**src/rtl/irqseq_pkg.sv**
```systemverilog
package irqseq_pkg;
    localparam int FRAME_BYTES = 9;
    localparam int FB_PCL = 0;
    localparam int FB_PCH = 1;
    localparam int FB_CCR = 8;
    localparam int CCR_I = 4;
    localparam int CCR_X = 6;
    localparam int SRC_XIRQ = 0;
    localparam int SRC_ILL = 1;
    localparam int SRC_SWI = 2;
    localparam int SRC_IRQ0 = 3;

    typedef enum logic [1:0] {
        ST_IDLE,
        ST_PUSH,
        ST_VEC,
        ST_PULL
    } seq_st_e;
endpackage

```
**src/rtl/irqseq_arb.sv**
```systemverilog
module irqseq_arb #(
    parameter int N_IRQ = 8,
    parameter int SRC_W = 4
) (
    input  logic [N_IRQ-1:0] irq_req,
    input  logic [N_IRQ-1:0] irq_en,
    input  logic             xirq_req,
    input  logic             illop_req,
    input  logic             swi_req,
    input  logic             mask_i,
    input  logic             mask_x,
    output logic             take,
    output logic [SRC_W-1:0] src_idx
);
    import irqseq_pkg::*;

    // Scan from the lowest priority upward so the last hit wins.
    always_comb begin
        take    = 1'b0;
        src_idx = '0;
        for (int i = N_IRQ - 1; i >= 0; i--) begin
            if (irq_req[i] && irq_en[i] && !mask_i) begin
                take    = 1'b1;
                src_idx = SRC_W'(SRC_IRQ0 + i);
            end
        end
        if (swi_req) begin
            take    = 1'b1;
            src_idx = SRC_W'(SRC_SWI);
        end
        if (illop_req) begin
            take    = 1'b1;
            src_idx = SRC_W'(SRC_ILL);
        end
        if (xirq_req && !mask_x) begin
            take    = 1'b1;
            src_idx = SRC_W'(SRC_XIRQ);
        end
    end


    take_src_chk: assert final (!take || (int'(src_idx) < N_IRQ + SRC_IRQ0));
endmodule

```
**src/rtl/irqseq_vec.sv**
```systemverilog
module irqseq_vec #(
    parameter int               AW       = 16,
    parameter int               SRC_W    = 4,
    parameter logic [AW-1:0]    VEC_BASE = 16'hFFC0
) (
    input  logic [SRC_W-1:0] src_idx,
    input  logic             low_half,
    output logic [AW-1:0]    vec_addr
);
    always_comb begin
        vec_addr = VEC_BASE + AW'({src_idx, low_half});
    end
endmodule

```
**src/rtl/irq_stack_seq.sv**
```systemverilog
module irq_stack_seq #(
    parameter int            N_IRQ    = 8,
    parameter int            AW       = 16,
    parameter logic [AW-1:0] VEC_BASE = 16'hFFC0
) (
    input  logic             clk,
    input  logic             rst_n,
    input  logic [N_IRQ-1:0] irq_req,
    input  logic [N_IRQ-1:0] irq_en,
    input  logic             xirq_req,
    input  logic             illop_req,
    input  logic             swi_req,
    input  logic             insn_done,
    input  logic             rti_cmd,
    input  logic [15:0]      pc_in,
    input  logic [15:0]      iy_in,
    input  logic [15:0]      ix_in,
    input  logic [7:0]       a_in,
    input  logic [7:0]       b_in,
    input  logic [7:0]       ccr_in,
    input  logic [AW-1:0]    sp_in,
    output logic [AW-1:0]    mem_addr,
    output logic [7:0]       mem_wdata,
    output logic             mem_we,
    output logic             mem_re,
    input  logic [7:0]       mem_rdata,
    output logic             busy,
    output logic             reg_load,
    output logic [15:0]      pc_out,
    output logic [15:0]      iy_out,
    output logic [15:0]      ix_out,
    output logic [7:0]       a_out,
    output logic [7:0]       b_out,
    output logic [7:0]       ccr_out,
    output logic [AW-1:0]    sp_out
);
    import irqseq_pkg::*;

    localparam int SRC_W  = $clog2(N_IRQ + SRC_IRQ0);
    localparam int CNT_W  = $clog2(FRAME_BYTES);
    localparam logic [CNT_W-1:0] LAST = CNT_W'(FRAME_BYTES - 1);

    typedef struct packed {
        seq_st_e                         st;
        logic [CNT_W-1:0]                cnt;
        logic [SRC_W-1:0]                src;
        logic [AW-1:0]                   sp;
        logic [FRAME_BYTES-1:0][7:0]     frame;
        logic                            load;
    } seq_t;

    seq_t r_d, r_q;

    logic             arb_take;
    logic [SRC_W-1:0] arb_src;
    logic [AW-1:0]    vec_addr;
    logic [FRAME_BYTES-1:0][7:0] in_frame;

    irqseq_arb #(.N_IRQ(N_IRQ), .SRC_W(SRC_W)) u_arb (
        .irq_req  (irq_req),
        .irq_en   (irq_en),
        .xirq_req (xirq_req),
        .illop_req(illop_req),
        .swi_req  (swi_req),
        .mask_i   (ccr_in[CCR_I]),
        .mask_x   (ccr_in[CCR_X]),
        .take     (arb_take),
        .src_idx  (arb_src)
    );

    irqseq_vec #(.AW(AW), .SRC_W(SRC_W), .VEC_BASE(VEC_BASE)) u_vec (
        .src_idx (r_q.src),
        .low_half(r_q.cnt[0]),
        .vec_addr(vec_addr)
    );

    // Byte k of the frame is the k-th byte pushed.
    assign in_frame = {ccr_in, b_in, a_in, ix_in[15:8], ix_in[7:0],
                       iy_in[15:8], iy_in[7:0], pc_in[15:8], pc_in[7:0]};

    always_comb begin
        r_d       = r_q;
        r_d.load  = 1'b0;
        mem_addr  = '0;
        mem_wdata = '0;
        mem_we    = 1'b0;
        mem_re    = 1'b0;
        unique case (r_q.st)
            ST_IDLE: begin
                if (rti_cmd) begin
                    r_d.st    = ST_PULL;
                    r_d.cnt   = '0;
                    r_d.sp    = sp_in;
                    r_d.frame = in_frame;
                end else if (insn_done && arb_take) begin
                    r_d.st    = ST_PUSH;
                    r_d.cnt   = '0;
                    r_d.src   = arb_src;
                    r_d.sp    = sp_in;
                    r_d.frame = in_frame;
                end
            end
            ST_PUSH: begin
                mem_we    = 1'b1;
                mem_addr  = r_q.sp - AW'(r_q.cnt);
                mem_wdata = r_q.frame[r_q.cnt];
                if (r_q.cnt == LAST) begin
                    r_d.frame[FB_CCR][CCR_I] = 1'b1;
                    if (r_q.src == SRC_W'(SRC_XIRQ)) begin
                        r_d.frame[FB_CCR][CCR_X] = 1'b1;
                    end
                    r_d.sp  = r_q.sp - AW'(FRAME_BYTES);
                    r_d.st  = ST_VEC;
                    r_d.cnt = '0;
                end else begin
                    r_d.cnt = r_q.cnt + 1'b1;
                end
            end
            ST_VEC: begin
                mem_re   = 1'b1;
                mem_addr = vec_addr;
                if (r_q.cnt[0] == 1'b0) begin
                    r_d.frame[FB_PCH] = mem_rdata;
                    r_d.cnt           = r_q.cnt + 1'b1;
                end else begin
                    r_d.frame[FB_PCL] = mem_rdata;
                    r_d.st            = ST_IDLE;
                    r_d.load          = 1'b1;
                end
            end
            ST_PULL: begin
                mem_re   = 1'b1;
                mem_addr = r_q.sp + AW'(r_q.cnt) + AW'(1);
                r_d.frame[LAST - r_q.cnt] = mem_rdata;
                if (r_q.cnt == LAST) begin
                    r_d.sp   = r_q.sp + AW'(FRAME_BYTES);
                    r_d.st   = ST_IDLE;
                    r_d.load = 1'b1;
                end else begin
                    r_d.cnt = r_q.cnt + 1'b1;
                end
            end
            default: r_d.st = ST_IDLE;
        endcase
    end

    always_ff @(posedge clk or negedge rst_n) begin
        if (!rst_n) begin
            r_q <= '0;
        end else begin
            r_q <= r_d;
        end
    end

    assign busy     = (r_q.st != ST_IDLE);
    assign reg_load = r_q.load;
    assign pc_out   = {r_q.frame[1], r_q.frame[0]};
    assign iy_out   = {r_q.frame[3], r_q.frame[2]};
    assign ix_out   = {r_q.frame[5], r_q.frame[4]};
    assign a_out    = r_q.frame[6];
    assign b_out    = r_q.frame[7];
    assign ccr_out  = r_q.frame[8];
    assign sp_out   = r_q.sp;


    bus_excl_chk: assert property (@(posedge clk) disable iff (!rst_n)
        !(mem_we && mem_re));

    idle_quiet_chk: assert property (@(posedge clk) disable iff (!rst_n)
        !busy |-> (!mem_we && !mem_re));

    push_desc_chk: assert property (@(posedge clk) disable iff (!rst_n)
        (r_q.st == ST_PUSH && r_q.cnt != '0) |-> mem_addr == $past(mem_addr) - AW'(1));

    pull_asc_chk: assert property (@(posedge clk) disable iff (!rst_n)
        (r_q.st == ST_PULL && r_q.cnt != '0) |-> mem_addr == $past(mem_addr) + AW'(1));

    mask_set_chk: assert property (@(posedge clk) disable iff (!rst_n)
        (r_q.st == ST_VEC) |-> ccr_out[CCR_I]);

    load_pulse_chk: assert property (@(posedge clk) disable iff (!rst_n)
        reg_load |=> !reg_load);
endmodule

```
**config.mk**
```make
export PLATFORM = sky130hd
export DESIGN_NAME = irq_stack_seq
export DESIGN_NICKNAME = d
export VERILOG_FILES = /design/src/rtl/irqseq_pkg.sv /design/src/rtl/irqseq_arb.sv /design/src/rtl/irqseq_vec.sv /design/src/rtl/irq_stack_seq.sv
export SDC_FILE = /design/constraint.sdc
export NUM_CORES = 1
export LEC_CHECK = 0
export BUFFER_PORTS_ARGS = -buffer_cell sky130_fd_sc_hd__buf_2
export CAP_MARGIN = 15
export CELL_PAD_IN_SITES_DETAIL_PLACEMENT = 1
export CELL_PAD_IN_SITES_GLOBAL_PLACEMENT = 2
export CORE_ASPECT_RATIO = 0.8
export CORE_MARGIN = 4
export CORE_UTILIZATION = 32
export CTS_BUF_LIST = sky130_fd_sc_hd__clkbuf_8
export CTS_CLUSTER_SIZE = 14
export DETAILED_ROUTE_END_ITERATION = 7
export GPL_TIMING_DRIVEN = 0
export HOLD_SLACK_MARGIN = 0.12
export PLACE_DENSITY = 0.79
export SLEW_MARGIN = 20
export SYNTH_ARGS = -nofsm -noshare
export SYNTH_HDL_FRONTEND = slang
export SYNTH_SLANG_ARGS = --single-unit
export TNS_END_PERCENT = 50
```
**constraint.sdc**
```tcl
create_clock -name clk -period 3.6 [get_ports clk]
set_input_delay 0.18 -clock clk [delete_from_list [all_inputs] [get_ports clk]]
set_output_delay 0.18 -clock clk [all_outputs]
set_load 0.01 [all_outputs]
```
==> qor.yml <==
floorplanning:
  rows: 51
  die-area_sq_mm: 0.02788
  fp.dieH_um: 150.1
  fp.coreArea_sq_mm: 0.02457
  ios: 235
  start_util: 0.3290
  die_w_um: 185.7
worst_setup_path:
  r2r.worst_path.cells: 12
  startpoint: "r_q[94]"
  critPathSlowestCell: "dfrtp_2"
  critPathMaxFanout: 10
  cp.arrival_ns: 3.29
  worst_path_largest_cell_delay_ns: 0.46
  crit_chain: "buf_6 -> buf_6 -> inv_1 -> ha_1 -> o21bai_1 -> a21oi_1 -> o21bai_2 -> buf_4 -> nand3_1 -> xnor2_1 -> a221oi_1 -> nor2_1 -> buf_2"
  crit_end: "mem_addr[9]"
  crit_type: "reg2out"
  r2r_end: "pc_out[12]"
  regToRegSetupSlack_ns: 0.18
  timing.rr.start: "r_q[94]"
  start_kind: "flop"
  cp-end-kind: "output port"
  crit_top_cell: "buf_6"
  required_ns: 3.42
yosys:
  syn_nets: 1042
  synth_edf_count: 0
  synth.most_common_cell: "dfrtp_1"
  synth_area_leaders: "dfrtp_1 31%, buf_4 8.5%, mux2_2 5.6%"
  ys_ff_latch: 99
  synth_ff_type: "dfrtp_1"
  synth_area_sq_mm: 0.008082
  yosysUniqueCellTypes: 69
  synth_common_cells: "99 x dfrtp_1, 97 x nor2_1, 91 x buf_4, 80 x a21oi_1, 68 x nand2_1"
  postSynth.asyncResetShare: 1.000
  synth_top_area_frac: 0.3065
  yosysSeqAreaShare: 0.3065
  yosysTopAreaCell: "dfrtp_1"
  syn_inst: 888
  syn_area_per_cell_sq_um: 9.101
  ys_warn_count: 0
sta:
  fmax_mhz: 288.0
  hold_slack_ns: 0.1357
  worstMarginPinSlew_ns: 1.079
  period_minus_slack_ns: 3.472
  setup_slack_ns: 0.1282
  slew_headroom: 0.2752
  report.final.slew_viol_count: 0
  finalSetupViolations: 0
  fin_crit_sh: 0.9644
  hold_viol: 0
  fin_skew_ns: 0.02058
final_layout:
  utilization: 0.4369
  fin_area_sq_mm: 0.01073
  regArea_sq_mm: 0.002481
  filler_cell_count: 2959
  area_growth_syn_to_layout_pct: 32.81
  drive_gt1_frac: 0.3782
  multi_input_area_sq_mm: 0.004753
  nets: 1360
  antenna_cells: 0
global_route:
  grt_first_pass_wirelength_mm: 49.25
  grt-ovfl-total: 0
  grt_max_degree: 72
  grt_usage: 0.2290
  grt_pass1_vias: 8320
  antenna_found_initial: 1
place:
  portBuffers: 233
  place_area_sq_mm: 0.009679
  gp_congestion: 0.8384
  preCtsSetupSlack_ns: -0.9543
  dpl.hpwl_mm: 25.19
power:
  p_int_mw: 5.571
  power.total_mw: 11.09
  cellPowerDensity_mw_per_mm2: 1033
  peakVddDrop_mv: 0.3701
  power_frac_clock: 0.072
  p_sw_frac: 0.4977
  seq_power_share: 0.210
  p_comb_frac: 0.719
  p_switching_mw: 5.520
  power_leakage_nw: 5.035
routing:
  wl_per_cell_um: 21.31
  drt_iter0_drc: 454
  ant_nets: 0
  drc: 0
  vias: 8042
  drtPass1Iterations: 6
  via_per_inst: 5.260
  wl_mm: 32.58
worst_hold_path:
  hold_class: "in2reg"
clocking:
  cts_sinks: 99
  cts_buffers: 9
  tritoncts: "yes"
  clock_tree.buffer_depth: 2
  cts.htree.levels: 3
  cts_root_buffer: "clkbuf_8"
  clk_latency_ns: 0.40
  clk_pin_slew_ns: 0.11
run:
  max-cap-violations: 0
status:
  status: "completed"
## per-layer routing
layer,vias up,part of all wire,track usage
li1,3792,-,-
met1,3984,0.48,0.3324
met2,241,0.45,0.3657
met3,23,0.061,0.03816
met4,2,0.0098,0.03824
met5,-,0.00021,0
## worst max-delay path: cells and delay by family (launching register included)
family | cells | cell delay (ns)
buf+inv | 5 | 0.92
simple gates | 2 | 0.19
xor+xnor | 1 | 0.15
compound gates | 4 | 0.88
flops | 1 | 0.46
fa+ha+maj | 1 | 0.30
## metrics by stage
step           instances  TNS [ns]
3_3_place_gp        1439    -59.32
5_1_grt             1529  -0.01581
4_1_cts             1521         0
2_1_floorplan        888         0
6_report            1529         0
3_5_place_dp        1440    -65.06
## worst min path at each step
stage	slack, ns	endpoint	cells past startpoint	start
after floorplan	-0.12	a_out[0]	0	rst_n
after global placement	0.41	r_q[90]	2	illop_req
after detailed placement	0.08	ix_out[11]	1	rst_n
final	0.14	a_out[3]	3	a_in[3]
after global routing	0.12	ix_out[3]	3	ix_in[3]
after CTS	0.12	ix_out[11]	3	ix_in[11]
## cells in the final DEF (no fill, tap or decap), drive strengths merged, types with 12 or more instances in the layout
| master | instances |
|---|---|
| buf | 351 |
| nor2 | 100 |
| dfrtp | 99 |
| a21oi | 86 |
| nand2 | 68 |
| dlygate4sd3 | 65 |
| mux2 | 42 |
| o21ai | 36 |
| clkbuf | 34 |
| o2bb2ai | 32 |
| ha | 32 |
| xnor2 | 24 |
| inv | 20 |
| mux4 | 16 |
| xor2 | 14 |
| a21o | 14 |
| a221oi | 14 |
| a22oi | 12 |
| nor3 | 12 |
## cell families after synthesis
family	synth area share
adder cells (fa/ha/maj)	0.05697
multiplexers	0.1177
AO/OA/AOI/OAI	0.2260
flip-flops	0.3065
XOR/XNOR	0.04118
buffers and inverters	0.1174
AND/OR/NAND/NOR	0.1342
## power by group through the flow
stage / combinational, mW / clock, mW / sequential, mW
finish: 7.97 / 0.795 / 2.33
global route: 8.72 / 0.859 / 2.40
CTS: 7.79 / 0.820 / 2.33
detailed placement: 7.59 / 0 / 2.35
global placement: 7.46 / 0 / 2.33
floorplan: 5.37 / 0 / 2.05
## registers in the layout (all words and copies together), names as in the netlist
name / cells
b_out: 8
pc_out: 16
iy_out: 16
a_out: 8
sp_out: 16
reg_load: 1
ix_out: 16
ccr_out: 8
r_q: 10
## cell type report
type | instances | area share
multi-input combinational | 638 | 0.4429
sequential | 99 | 0.2312
timing repair buffer | 306 | 0.1785
buffer | 134 | 0.08452
tap | 318 | 0.03707
clock buffer | 10 | 0.01282
inverter | 17 | 0.006412
clock inverter | 6 | 0.006179
timing repair inverter | 1 | 0.0004663
## what timing repair did
item	in CTS	in global routing
hold buffers	63	2
setup buffers	2	5
resized for setup	17	20
endpoints found under the setup margin	104	83
pin swaps	2	2
hold endpoints to repair	161	2
gates cloned	0	1
Note: power is estimated with default switching activity, not from simulation.
